$ cat src/rtl/otp_pkt_dir.sv
module otp_pkt_dir #(
  parameter int ADDR_W    = 16,
  parameter int KEY_W     = 16,
  parameter int DIR_DEPTH = 16,
  parameter int CAP_BYTES = 11264,
  localparam int IDW      = (DIR_DEPTH > 1) ? $clog2(DIR_DEPTH) : 1,
  localparam int CNT_W    = $clog2(DIR_DEPTH + 1),
  localparam int BYTE_W   = $clog2(CAP_BYTES + 1025)
) (
  input  logic              clk,
  input  logic              rst_n,
  output logic              mem_req,
  output logic [ADDR_W-1:0] mem_addr,
  input  logic              mem_ack,
  input  logic [31:0]       mem_rdata,
  input  logic [KEY_W-1:0]  lkp_key,
  output logic              lkp_hit,
  output logic [ADDR_W-1:0] lkp_off,
  output logic              scan_done,
  output logic              scan_ovf,
  output logic [CNT_W-1:0]  pkt_count,
  output logic [BYTE_W-1:0] bytes_used
);

  typedef enum logic [2:0] {S_IDLE, S_ISSUE, S_WAIT, S_DECODE, S_DONE} st_t;

  st_t               state_q;
  logic [ADDR_W-1:0] cur_q;
  logic [7:0]        sz_q;
  logic [CNT_W-1:0]  cnt_q;
  logic [BYTE_W-1:0] bytes_q;
  logic              ovf_q;
  logic [ADDR_W-1:0] dir_q [DIR_DEPTH];

  logic [BYTE_W-1:0] nxt_bytes;
  logic              full, rec;
  logic [KEY_W-3:0]  lkp_id;
  logic              unused_bits;

  assign nxt_bytes = bytes_q + BYTE_W'({sz_q, 2'b00}) + BYTE_W'(4);
  assign full      = (cnt_q == CNT_W'(DIR_DEPTH));
  assign rec       = (state_q == S_DECODE) && (sz_q != 8'd0) && !full;

  always_ff @(posedge clk) begin
    if (!rst_n) begin
      state_q <= S_IDLE;
      cur_q   <= '0;
      sz_q    <= '0;
      cnt_q   <= '0;
      bytes_q <= '0;
      ovf_q   <= 1'b0;
    end else begin
      case (state_q)
        S_IDLE:  state_q <= S_ISSUE;
        S_ISSUE: state_q <= S_WAIT;
        S_WAIT: if (mem_ack) begin
          sz_q    <= mem_rdata[15:8];
          state_q <= S_DECODE;
        end
        S_DECODE: begin
          if (sz_q == 8'd0) begin
            state_q <= S_DONE;
          end else if (full) begin
            ovf_q   <= 1'b1;
            state_q <= S_DONE;
          end else begin
            cnt_q   <= cnt_q + CNT_W'(1);
            bytes_q <= nxt_bytes;
            cur_q   <= cur_q + ADDR_W'(sz_q) + ADDR_W'(2);
            state_q <= (nxt_bytes >= BYTE_W'(CAP_BYTES)) ? S_DONE : S_ISSUE;
          end
        end
        default: state_q <= S_DONE;
      endcase
    end
  end

  always_ff @(posedge clk) begin
    if (rec) dir_q[cnt_q[IDW-1:0]] <= cur_q;
  end

  assign mem_req    = (state_q == S_ISSUE);
  assign mem_addr   = cur_q;
  assign scan_done  = (state_q == S_DONE);
  assign scan_ovf   = ovf_q;
  assign pkt_count  = cnt_q;
  assign bytes_used = bytes_q;

  assign lkp_id  = lkp_key[KEY_W-1:2];
  assign lkp_hit = scan_done && (32'(lkp_id) < 32'(cnt_q));
  assign lkp_off = lkp_hit ? dir_q[lkp_id[IDW-1:0]] : '0;

  assign unused_bits = ^{lkp_key[1:0], mem_rdata[31:16], mem_rdata[7:0]};


  hit_after_done_chk: assert property (@(posedge clk) disable iff (!rst_n)
    lkp_hit |-> scan_done);


  ovf_full_chk: assert property (@(posedge clk) disable iff (!rst_n)
    scan_ovf |-> (pkt_count == CNT_W'(DIR_DEPTH)));


  single_req_chk: assert property (@(posedge clk) disable iff (!rst_n)
    mem_req |=> !mem_req);


  done_sticky_chk: assert property (@(posedge clk) disable iff (!rst_n)
    scan_done |=> (scan_done && !mem_req));


  count_step_chk: assert property (@(posedge clk) disable iff (!rst_n)
    (pkt_count != $past(pkt_count)) |-> (pkt_count == $past(pkt_count) + CNT_W'(1)));


  cap_stop_chk: assert property (@(posedge clk) disable iff (!rst_n)
    (bytes_used >= BYTE_W'(CAP_BYTES)) |-> !mem_req);

endmodule

$ cat config.mk
export PLATFORM = sky130hd
export DESIGN_NAME = otp_pkt_dir
export DESIGN_NICKNAME = d
export VERILOG_FILES = /design/src/rtl/otp_pkt_dir.sv
export SDC_FILE = /design/constraint.sdc
export NUM_CORES = 1
export LEC_CHECK = 0
export BUFFER_PORTS_ARGS = -buffer_cell sky130_fd_sc_hd__buf_4
export CORE_ASPECT_RATIO = 0.7
export CORE_MARGIN = 5
export CORE_UTILIZATION = 50
export DETAILED_ROUTE_END_ITERATION = 16
export HOLD_SLACK_MARGIN = 0.03
export PLACE_DENSITY = 0.69
export SLEW_MARGIN = 20
export SYNTH_ARGS = -nofsm -noshare
export SYNTH_HDL_FRONTEND = slang
export SYNTH_SLANG_ARGS = --single-unit
$ cat constraint.sdc
create_clock -name clk -period 4.7 [get_ports clk]
set_input_delay 0.47 -clock clk [delete_from_list [all_inputs] [get_ports clk]]
set_output_delay 0.47 -clock clk [all_outputs]
set_load 0.01 [all_outputs]
* After elaboration in Yosys (flattened, before gate mapping)
Memory sizes are Yosys's and may differ from the RTL's. Index checks and enable logic that the tools add are counted.
Storage, ports and cells: flip-flop bits (word level) 47, latch bits 0, RAM bits 256, memory bits (read-only) 0, word-level logic and storage cells 40, memories kept 1
Operators by class: add/sub/neg operators 5, $mul 0, divide/modulo/power cells 0, order comparisons 2, equal/unequal tests 6, shift-type cells 0, muxes and demuxes 8, bitwise operators 2, reductions and logical operators 10
Memories:
- dir_q | words 16, width 16, read ports 1, clocked after Yosys merged registers in 0, write ports 1, RTL line 33 | logic [ADDR_W-1:0] dir_q [DIR_DEPTH];
Operators with widths (number):
- 16-bit by 2-bit adder with 16-bit output (second input constant) | 1
- 16-bit by 8-bit adder with 16-bit output | 1
- 16-bit 2-to-1 mux | 1
- 14-bit by 10-bit adder with 14-bit output | 1
- 14-bit by 3-bit adder with 14-bit output (second input constant) | 1
- 14-bit greater-or-equal comparator (second input constant) | 1
- 14-bit by 5-bit less-than comparator with 1-bit output | 1
- 3-bit 2-to-1 mux | 4
- 3-bit case mux with 4 select lines | 1
- 8-bit logical NOT | 1
- 8-bit nonzero test | 1
- 3-bit by 2-bit == test with 1-bit output (second input constant) | 2
- 3-bit AND reduction | 2
- 5-bit by 1-bit adder with 5-bit output (second input constant) | 1
- 5-bit == test (second input constant) | 1
- 3-bit by 1-bit == test with 1-bit output (second input constant) | 1
- 3-bit == test (second input constant) | 1
- 1-bit logical AND | 3
- 3-bit logical NOT | 1
- 1-bit 2-to-1 mux | 2
- 2-bit != test (second input constant) | 1
- 1-bit inverter | 2
- 2-bit AND reduction | 1
- 1-bit logical NOT | 1

* Longest topological paths before layout
Gate-level depths: netlist of run 1.
word-level depth 7, depth in mapped cells 12, mapped depth without buffers 12

* Least setup slack after synthesis of run 1
Ideal clock, no wire load.
path type flip-flop to flip-flop, start reg cnt_q[0] (netlist: pkt_count[0]), end mem dir_q[0][0] (enable), setup time 409 ps, arrival 2901 ps, required time 4291 ps, slack 1390 ps, stages on the path, launching flop included 9, buffers on the path 2, clock period less this slack 3310 ps, path through dfxtp_1 > inv_1 > ha_1 > nor4bb_2 > a211oi_4 > clkbuf_1 > buf_2 > nand2_1 > nor3_1
On the way: cells in the longest elaborated chain, start to end 5
RTL lines:
- start, declared | RTL line 30 | logic [CNT_W-1:0] cnt_q;
- start signal, assigned | RTL line 67 | cnt_q <= cnt_q + CNT_W'(1);
- 5-bit == test | RTL line 41 | assign full = (cnt_q == CNT_W'(DIR_DEPTH));
- 1-bit logical NOT | RTL line 42 | assign rec = (state_q == S_DECODE) && (sz_q != 8'd0) && !full;
- 1-bit logical AND | RTL line 42
- 1-bit 2-to-1 mux | RTL line 79 | if (rec) dir_q[cnt_q[IDW-1:0]] <= cur_q;
- 1-bit 2-to-1 mux (not written as such) | RTL line 79
- end, declared | RTL line 33
Parallel ways exist; a longest one is shown, timed or not.

* Worst setup path after layout of run 1
start reg cur_q[0] (netlist: mem_addr[0]), end reg cur_q[15] (netlist: mem_addr[15])
On the way: cells in the longest elaborated chain, start to end 2
RTL lines:
- start, declared | RTL line 28 | logic [ADDR_W-1:0] cur_q;
- start signal, assigned | RTL line 69 | cur_q <= cur_q + ADDR_W'(sz_q) + ADDR_W'(2);
- 16-bit by 8-bit adder with 16-bit output | RTL line 69
- 16-bit by 2-bit adder with 16-bit output | RTL line 69
No other way between the ends. A chain may end at the register's enable or synchronous reset.

==> results by group, run 1 <==
Timing
  – Tightest hold margin: 0.173 ns
  – Min cycle time layout: 3.28 ns
  – Worst-case headroom to the max-slew limit: 30.3%
  – Maximum achievable frequency: 305 MHz
  – Number of hold violations in the final report: 0
  – Maximum clock skew at final layout: 0.0110 ns
  – Setup repair after global routing missed its margin: false
  – Total count of max-transition violations in the final report: 0
  – Setup ws final: 1.42 ns
  – Share of the clock period used by the worst path after layout: 69.8%
  – Endpoints failing setup: 0
  – Final setup TNS: 0 ns
  – Worst slew pin tran: 1.04 ns

Clock tree
  – Cts-stage hold buffer count: 0
  – Clock-pin slew on the worst setup and hold paths: 0.06 ns
  – Post-cts repair resize count: 0
  – H-Tree Level Count: 1
  – TritonCTS clock tree: built
  – TritonCTS sink count: 301
  – Number of buffers on the longest clock path: 3
  – Post-CTS setup buffer count: 0
  – Clk Tree Root Cell: sky130_fd_sc_hd__clkbuf_16
  – Later-pin clock latency in the skew report: 0.53 ns
  – Clock buffers created by TritonCTS: 28

Die
  – Number of cell rows: 48
  – Die width: 200 um
  – Initial Util: 51.1%
  – Number of I/O pins: 106
  – Standard cell core area: 24,800 um2
  – Die outline area: 28,700 um2
  – Vertical die dimension: 143 um

Logic synthesis
  – Sequential cell area fraction in the yosys report: 67.8%
  – Number of flops mapped to enable cells by yosys: 256
  – Most instantiated flip-flop cell in the synthesis netlist: sky130_fd_sc_hd__edfxtp_1
  – Async set-or-reset flop fraction in the synthesized netlist: 0%
  – Post-Syn Area per Cell: 17.3 um2
  – Netlist area before placement: 12,700 um2
  – Number of instances in the synthesized netlist: 731
  – Count of state elements after synthesis: 301
  – Distinct cell type count of the synthesized netlist: 56
  – Syn. warnings: 0

Run status
  – Outcome: completed

Global route
  – First-pass GRT wire length: 42.3 mm
  – Antenna violations before repair: 0
  – Total global routing track utilization: 19.3%
  – Via count of the first global-routing pass: 7,055
  – Pin count of the biggest net entering global routing: 41
  – Overflow left after global routing: 0

Worst setup path
  – Arrival time worst endpoint: 3.75 ns
  – Startpoint type of the worst setup path: flip-flop
  – Worst reg-to-reg path cell count: 10
  – Max FO, Critical Path: 19
  – Reg-to-reg startpoint: mem_addr[0]
  – Endpoint kind of the worst setup timing path: flip-flop
  – Critical path type: reg2reg
  – CP required: 5.17 ns
  – Crit path launch: mem_addr[0]

Detailed routing
  – Starting DRT DRC Count: 567
  – Count of TritonRoute iterations in the first routing pass: 5
  – Routed Antenna Nets: 0
  – DRC viols: 0
  – Average wire per standard cell: 23.8 um
  – Total number of vias: 6,986
  – Total Routed Length: 27.9 mm
  – Detail-routed via count per cell: 5.97

Cells and area
  – Most used cells in the layout excluding fill and tap cells: sky130_fd_sc_hd__edfxtp_1, sky130_fd_sc_hd__buf_4, sky130_fd_sc_hd__mux4_2
  – End-of-flow core utilization: 59.0%
  – Count of filler cells inserted in the layout: 1,840
  – P&R area growth vs syn: 15.5%
  – Number of antenna repair diodes: 0
  – Commonest non-fill, non-tap cell in the layout: sky130_fd_sc_hd__edfxtp_1
  – Finished Layout Cells: 1,171
  – Net total in the final layout: 919
  – Final design area excluding fillers: 14,600 um2
  – Share of final-layout standard cells stronger than drive strength 1: 27.5%

Flow run
  – Maxcap violations: 0

Min path
  – Type of the worst min-delay path: in2reg
  – Hold wc startpoint: mem_rdata[12]
  – Worst Hold Depth: 3

Pwr
  – Post-layout total power: 5.50 mW
  – Worst voltage drop across the vdd grid: 0.000277 V
  – Leakage power: 5.18 nW
  – Cell area power density: 376 nW/um2

Placed design
  – Dpl cells: 1,121
  – Total of buffers placed on input and output ports: 77
  – Half-perimeter wire length after placement: 16.8 mm
  – Placed instance area: 13,700 um2
  – RePlAce Congestion: 0.817
  – Worst setup slack before clock tree synthesis: 1.44 ns
[critical path: stages, from the launching register on]
cell and delay [ns]:
sky130_fd_sc_hd__dfxtp_1 0.77, sky130_fd_sc_hd__ha_1 0.26, sky130_fd_sc_hd__ha_1 0.18, sky130_fd_sc_hd__inv_1 0.06, sky130_fd_sc_hd__fa_1 0.40, sky130_fd_sc_hd__nor2b_1 0.14, sky130_fd_sc_hd__o21ai_1 0.09, sky130_fd_sc_hd__a21boi_1 0.28
sky130_fd_sc_hd__o21ai_1 0.32, sky130_fd_sc_hd__or4b_1 0.58, sky130_fd_sc_hd__a21oi_1 0.14
[metal layers]
layer  vias to the layer above  part of all wire (%)  GRT usage [%]
li1                       3094                     -              -
met1                      3555                    43           28.1
met2                       303                    47           31.5
met3                        34                   8.7           3.86
met4                         0                   1.4           3.33
met5                         -                     0              0
[power breakdown]
group          switching (mW)  internal (mW)  leakage [nW]  total, mW
clock network           0.932           1.36         0.453       2.30
logic                   0.151          0.147          1.94      0.297
registers              0.0279           2.88          2.79       2.91
total                    1.11           4.39          5.18       5.50
[registers in the layout, summed over array words and instances (netlist names)]
register,count
dir_q,256
mem_addr,16
state_q,3
bytes_used,12
sz_q,8
pkt_count,5
scan_ovf,1
[cell families (layout without fill, tap and decap cells)]
logic type | count (synthesis) | count (layout) | share of synthesized area [%]
xor+xnor | 14 | 14 | 0.968
simple gates | 145 | 145 | 5.81
mux | 86 | 86 | 14.7
buf+inv | 55 | 169 | 2.02
compound gates | 87 | 87 | 4.42
fa+ha+maj | 42 | 42 | 4.27
flops | 301 | 301 | 67.8
other cells | 1 | 2 | 0.0296
[final timing paths]
kind	slack, ns	to
setup / recovery	1.42	mem_addr[15]
hold / removal	0.17	sz_q[4]
setup reg to reg	1.42	mem_addr[15]
hold reg to reg	0.48	bytes_used[7]
[cell usage after synthesis (11+ instances only)]
cell	count	area share, %
sky130_fd_sc_hd__ha_1	40	4.0
sky130_fd_sc_hd__dfxtp_1	45	7.1
sky130_fd_sc_hd__buf_4	11	0.65
sky130_fd_sc_hd__clkbuf_1	12	0.36
sky130_fd_sc_hd__nor2b_1	18	0.89
sky130_fd_sc_hd__a21oi_1	33	1.3
sky130_fd_sc_hd__edfxtp_1	256	61
sky130_fd_sc_hd__nor2_1	40	1.2
sky130_fd_sc_hd__xnor2_1	11	0.76
sky130_fd_sc_hd__nor3_1	12	0.47
sky130_fd_sc_hd__inv_1	18	0.53
sky130_fd_sc_hd__mux4_2	80	14
sky130_fd_sc_hd__nand2_1	38	1.1
[area by class of cell]
type                       instances  area (um2)  area share [%]
sequential                       301        8590            58.7
multi-input combinational        376        3870            26.5
clock buffer                      39         773            5.28
timing repair buffer             100         763            5.22
tap                              325         407            2.78
clock inverter                    11         155            1.06
inverter                          19        71.3           0.487
No activity file was read; power rests on OpenSTA's default activity.
==> run 2, diff against run 1 <==
==> constraint.sdc (replaced) <==
create_clock -name clk -period 3.15 [get_ports clk]
set_input_delay 0.315 -clock clk [delete_from_list [all_inputs] [get_ports clk]]
set_output_delay 0.315 -clock clk [all_outputs]
set_load 0.01 [all_outputs]
==> run 2 against run 1 <==
Effect of this change: sequential cell count did not move; combinational power rose by 61%; die area did not move; clock-buffer cell count rose by 2; cell area rose by 1.9%; largest power group unchanged; critical endpoint is now lkp_off[13]; sequential share of layout area fell by 1.1 points; critical path depth fell by 1.
==> results by group, run 2 (same netlist as run 1, synthesis figures left out) <==
Worst setup path
  – Arrival time worst endpoint: 2.65 ns (-1.10 ns)
  – Library cell contributing the largest single delay on the critical path: sky130_fd_sc_hd__dfxtp_1
  – Endpoint kind of the worst setup timing path: output port
  – Stage delay of the slowest cell on the critical path: 0.42 ns (-0.35 ns)
  – Max FO, Critical Path: 17 (-2)
  – CP required: 2.83 ns (-2.34 ns)
  – Cell breakdown of the critical path: inv_1 > ha_1 > a21o_1 > a21o_1 > a21oi_2 > o2111ai_2 > buf_6 > nor2b_1 > buf_4
  – Startpoint type of the worst setup path: flip-flop
  – Critical path type: reg2out
  – Most numerous cell on the critical path: sky130_fd_sc_hd__a21o_1
  – Largest delay contributor family on the critical path: compound AO/OA/AOI/OAI gates
  – Total buffers and inverters traversed by the critical path: 3 (+2)

Timing
  – Total count of max-transition violations in the final report: 0 (unchanged)
  – Share of the clock period used by the worst path after layout: 94.2%
  – Number of hold violations in the final report: 0 (unchanged)
  – Maximum achievable frequency: 337 MHz
  – Endpoints failing setup: 0 (unchanged)
  – Worst slew pin tran: 0.984 ns (-0.0513 ns)
  – Min cycle time layout: 2.97 ns
  – Maximum clock skew at final layout: 0.0101 ns (-0.000828 ns)
  – Worst-case headroom to the max-slew limit: 34.3% (+4.0 points)
  – Setup repair after global routing missed its margin: false

Detailed routing
  – DRC viols: 0 (unchanged)
  – Total number of vias: 7,206 (+3.1%)
  – Total Routed Length: 29.1 mm (+4.3%)
  – Average wire per standard cell: 24.1 um (+1.4%)
  – Routed Antenna Nets: 0 (unchanged)
  – Starting DRT DRC Count: 684 (+21%)
  – Count of TritonRoute iterations in the first routing pass: 5 (unchanged)
  – Detail-routed via count per cell: 5.98 (+0.24%)

Placed design
  – Total of buffers placed on input and output ports: 77 (unchanged)
  – RePlAce Congestion: 0.820 (+0.39%)
  – Half-perimeter wire length after placement: 18.1 mm (+8.0%)
  – Dpl cells: 1,148 (+2.4%)

Clock tree
  – Clock-pin slew on the worst setup and hold paths: 0.07 ns (about the same)
  – Later-pin clock latency in the skew report: 0.54 ns (about the same)
  – TritonCTS clock tree: built
  – TritonCTS sink count: 301 (unchanged)
  – Number of buffers on the longest clock path: 3 (unchanged)
  – Clk Tree Root Cell: sky130_fd_sc_hd__clkbuf_16
  – Clock buffers created by TritonCTS: 27 (-3.6%)
  – H-Tree Level Count: 1 (unchanged)

Cells and area
  – P&R area growth vs syn: 17.7%
  – Commonest non-fill, non-tap cell in the layout: sky130_fd_sc_hd__edfxtp_1
  – Most used cells in the layout excluding fill and tap cells: sky130_fd_sc_hd__edfxtp_1, sky130_fd_sc_hd__buf_4, sky130_fd_sc_hd__mux4_2
  – Finished Layout Cells: 1,205 (+2.9%)
  – Flip-flop count of the largest register, all copies and words added: 256 (unchanged)
  – Number of antenna repair diodes: 0 (unchanged)
  – Net total in the final layout: 952 (+3.6%)
  – Share of final-layout standard cells stronger than drive strength 1: 30.2% (+2.7 points)

Die
  – Die width: 200 um (unchanged)
  – Number of I/O pins: 106 (unchanged)
  – Number of cell rows: 48 (unchanged)
  – Vertical die dimension: 143 um (unchanged)
  – Initial Util: 51.1% (unchanged)
  – Die outline area: 28,700 um2 (unchanged)
  – Standard cell core area: 24,800 um2 (unchanged)

Pwr
  – Post-layout total power: 8.10 mW (+47%)
  – Cell area power density: 543 nW/um2 (+45%)
  – Worst voltage drop across the vdd grid: 0.000354 V (+28%)
  – Leakage power: 5.38 nW (+3.7%)

Global route
  – Overflow left after global routing: 0 (unchanged)
  – Pin count of the biggest net entering global routing: 65 (+59%)
  – Via count of the first global-routing pass: 7,392 (+4.8%)
  – Total global routing track utilization: 20.6% (+1.2 points)
  – Antenna violations before repair: 0 (unchanged)
  – First-pass GRT wire length: 44.9 mm (+6.1%)

Run status
  – Outcome: completed

Min path
  – Type of the worst min-delay path: in2reg

Flow run
  – Maxcap violations: 0 (unchanged)
## run 2: where the power goes
part	switching, mW	internal (mW)	total, mW	leakage [nW]
Combinational	0.241	0.236	0.477	2.13
Sequential	0.0391	4.29	4.33	2.80
Clock	1.38	1.91	3.29	0.450
## run 2: per-layer routing
layer | wire, um | track usage [%]
met4 | 544 | 4.31
met2 | 13500 | 32.9
met1 | 13000 | 30.3
met5 | 0 | 0
met3 | 1990 | 3.93
## run 2: final timing paths
| check | startpoint | end | slack [ns] | cells past startpoint |
|---|---|---|---|---|
| min reg2reg | bytes_used[7] | bytes_used[7] | 0.48 | 2 |
| max reg2reg | sz_q[0] | state_q[2] | 0.23 | 11 |
| min | mem_rdata[8] | sz_q[0] | 0.06 | 3 |
| max | pkt_count[1] | lkp_off[13] | 0.18 | 9 |
## run 2: area by class of cell
class | instances | area, um2
timing repair buffer | 134 | 1060
fill | 1813 | 9890
sequential | 301 | 8590
tap | 325 | 407
inverter | 19 | 71.3
clock inverter | 9 | 72.6
multi-input combinational | 376 | 3870
clock buffer | 41 | 832
## run 2: worst min-delay path, stage by stage
cell and delay (ns):
sky130_fd_sc_hd__buf_4 0.08, sky130_fd_sc_hd__a21oi_1 0.05, sky130_fd_sc_hd__nor2_1 0.10
## run 2: what timing repair did
item                                    CTS  global route
endpoints found under the hold margin     7             0
setup buffers                             0             0
hold buffers                              7             0
resized for setup                         0             4
endpoints found under the setup margin    0            17
## run 2: per-stage QoR
step                      setup slack [ns]  instance area, um2  utilization (%)  TNS, ns  hold slack (ns)
final                                0.183               14900             60.1        0           0.0574
after global routing                0.0198               14900             60.1        0           0.0571
after CTS                           0.0512               14900             60.1        0           0.0322
after detailed placement             0.133               13900             56.1        0            0.471
after global placement               0.255               13900             56.1        0            0.461
after floorplan                     -0.159               12700                -    -5.09            0.454
==> run 3, diff against run 2 <==
--- a/config.mk
+++ b/config.mk
@@ -8,10 +8,9 @@
 export BUFFER_PORTS_ARGS = -buffer_cell sky130_fd_sc_hd__buf_4
 export CORE_ASPECT_RATIO = 0.7
 export CORE_MARGIN = 5
-export CORE_UTILIZATION = 50
+export CORE_UTILIZATION = 35
 export DETAILED_ROUTE_END_ITERATION = 16
 export HOLD_SLACK_MARGIN = 0.03
-export PLACE_DENSITY = 0.69
 export SLEW_MARGIN = 20
 export SYNTH_ARGS = -nofsm -noshare
 export SYNTH_HDL_FRONTEND = slang
==> run 3 against run 2 <==
Effect of this change: wire length increased by 2.3%; cell area increased by 1.4%; global-route usage decreased by 5.8 points; fmax decreased by 1.4%; clock skew increased by 0.0023 ns; critical path type unchanged; largest power group unchanged; highest routed layer unchanged.
==> results by group, run 3 (same netlist as run 1, synthesis figures left out) <==
Run status
  – Outcome: completed

Cells and area
  – Flip-flop count of the largest register, all copies and words added: 256 (unchanged)
  – Commonest non-fill, non-tap cell in the layout: sky130_fd_sc_hd__edfxtp_1
  – P&R area growth vs syn: 19.3%
  – Finished Layout Cells: 1,357 (+13%)
  – Net total in the final layout: 949 (-0.32%)
  – End-of-flow core utilization: 42.2% (-18 points)
  – Number of antenna repair diodes: 0 (unchanged)
  – Most used cells in the layout excluding fill and tap cells: sky130_fd_sc_hd__edfxtp_1, sky130_fd_sc_hd__buf_4, sky130_fd_sc_hd__mux4_2
  – Share of final-layout standard cells stronger than drive strength 1: 30.6% (+0.33 points)
  – Final design area excluding fillers: 15,100 um2 (+1.4%)

Die
  – Vertical die dimension: 169 um (+18%)
  – Standard cell core area: 35,800 um2 (+45%)
  – Number of cell rows: 58 (+21%)
  – Initial Util: 35.3% (-16 points)
  – Die outline area: 40,200 um2 (+40%)
  – Die width: 237 um (+19%)
  – Number of I/O pins: 106 (unchanged)

Worst setup path
  – Critical path type: reg2out
  – Worst flop-to-flop path endpoint: mem_addr[13]
  – Arrival time worst endpoint: 2.69 ns (+0.04 ns)
  – Library cell contributing the largest single delay on the critical path: sky130_fd_sc_hd__dfxtp_1
  – Largest delay contributor family on the critical path: flip-flops
  – Worst reg-to-reg path cell count: 13 (+2)
  – Reg-to-reg startpoint: sz_q[1]
  – Stage delay of the slowest cell on the critical path: 0.67 ns (+0.25 ns)
  – CP required: 2.83 ns (about the same)
  – Critical path endpoint: lkp_off[12]
  – Crit path launch: pkt_count[3]
  – Total buffers and inverters traversed by the critical path: 3 (unchanged)
  – Endpoint kind of the worst setup timing path: output port
  – Cell depth of the worst setup path: 7 (-2)
  – Max FO, Critical Path: 17 (unchanged)
  – Startpoint type of the worst setup path: flip-flop
  – Most numerous cell on the critical path: sky130_fd_sc_hd__buf_4
  – Cell breakdown of the critical path: inv_1 > ha_1 > a21oi_1 > o2111ai_2 > buf_4 > nor2b_1 > buf_4
  – Setup slack of the most critical reg-to-reg path: 0.25 ns (+0.02 ns)

Detailed routing
  – DRC viols: 0 (unchanged)
  – Routed Antenna Nets: 0 (unchanged)
  – Total Routed Length: 29.7 mm (+2.3%)
  – Average wire per standard cell: 21.9 um (-9.2%)
  – Starting DRT DRC Count: 686 (+0.29%)
  – Total number of vias: 6,911 (-4.1%)
  – Count of TritonRoute iterations in the first routing pass: 5 (unchanged)
  – Detail-routed via count per cell: 5.09 (-15%)

Clock tree
  – H-Tree Level Count: 1 (unchanged)
  – Clock-pin slew on the worst setup and hold paths: 0.07 ns (about the same)
  – Clock buffers created by TritonCTS: 28 (+3.7%)
  – Later-pin clock latency in the skew report: 0.55 ns (about the same)
  – Clk Tree Root Cell: sky130_fd_sc_hd__clkbuf_16
  – Number of buffers on the longest clock path: 3 (unchanged)
  – TritonCTS clock tree: built
  – Post-CTS setup buffer count: 0 (unchanged)
  – TritonCTS sink count: 301 (unchanged)

Global route
  – Total global routing track utilization: 14.8% (-5.8 points)
  – Pin count of the biggest net entering global routing: 36 (-45%)
  – Met1 track utilization from global routing: 22.4% (-7.9 points)
  – Most heavily used metal layer in global routing: met2
  – Met2 demand-to-capacity share in global routing: 23.0% (-9.9 points)
  – First-pass GRT wire length: 45.3 mm (+0.80%)
  – Via count of the first global-routing pass: 6,921 (-6.4%)
  – Antenna violations before repair: 0 (unchanged)
  – Overflow left after global routing: 0 (unchanged)
  – Global routing met3 resource utilization: 2.68% (-1.2 points)

Pwr
  – Leakage power: 5.33 nW (-0.93%)
  – Worst voltage drop across the vdd grid: 0.000379 V (+7.0%)
  – Cell area power density: 541 nW/um2 (-0.34%)

Timing
  – Final setup TNS: 0 ns (unchanged)
  – Total count of max-transition violations in the final report: 0 (unchanged)
  – Number of hold violations in the final report: 0 (unchanged)
  – Worst-case headroom to the max-slew limit: 49.9% (+16 points)
  – Tightest hold margin: 0.0953 ns (+0.0379 ns)
  – Endpoints failing setup: 0 (unchanged)
  – Maximum achievable frequency: 333 MHz (-1.4%)
  – Worst slew pin tran: 0.750 ns (-0.234 ns)
  – Min cycle time layout: 3.01 ns (+0.0407 ns)
  – Share of the clock period used by the worst path after layout: 95.5% (+1.3 points)
  – Maximum clock skew at final layout: 0.0124 ns (+0.00231 ns)
  – Setup repair after global routing missed its margin: false

Flow run
  – Maxcap violations: 0 (unchanged)

Placed design
  – Placed instance area: 14,100 um2 (+1.5%)
  – Total of buffers placed on input and output ports: 77 (unchanged)
  – RePlAce Congestion: 0.805 (-1.8%)
  – Half-perimeter wire length after placement: 18.2 mm (+0.46%)
  – Dpl cells: 1,298 (+13%)

Min path
  – Type of the worst min-delay path: in2reg
[run 3: repair_timing]
action                                 in CTS  in global routing
endpoints found under the hold margin       8                  0
gates resized for setup                     0                  1
setup endpoints to repair                   0                  1
hold buffers                                8                  0
[run 3: how the worst min path moves through the flow]
stage                        from             to  slack, ns  depth (start not counted)
finish                      rst_n    mem_addr[9]        0.1                          2
global route                rst_n   mem_addr[11]       0.08                          2
CTS                         rst_n    mem_addr[9]       0.08                          2
detailed placement  bytes_used[3]  bytes_used[3]       0.47                          2
global placement    bytes_used[3]  bytes_used[3]       0.47                          2
floorplan            mem_rdata[8]        sz_q[0]       0.45                          2
[run 3: layout make-up]
cell class / count / area (um2)
multi-input cells: 376 / 3900
flip-flops and latches: 301 / 8590
clock inverters: 17 / 163
well taps: 480 / 601
inverters: 19 / 71.3
clock buffers: 34 / 744
repair buffers: 130 / 1050
fillers: 3198 / 20700
[run 3: power breakdown]
part / switching (mW) / total, mW / internal [mW] / leakage (nW)
sequential: 0.0375 / 4.33 / 4.29 / 2.80
clock: 1.45 / 3.37 / 1.92 / 0.431
combinational: 0.239 / 0.479 / 0.240 / 2.09
[run 3: stage by stage]
step / power [mW] / setup slack [ns]
2_1_floorplan: 4.74 / -0.159
3_3_place_gp: 4.89 / 0.296
3_5_place_dp: 4.89 / 0.286
4_1_cts: 8.28 / 0.0951
5_1_grt: 8.49 / 0.00334
6_report: 8.18 / 0.143
[run 3: per-layer routing]
layer,up-vias,part of all wire [%]
li1,3159,-
met1,3553,47
met2,168,46
met3,31,5.5
met4,0,1.5
met5,-,0
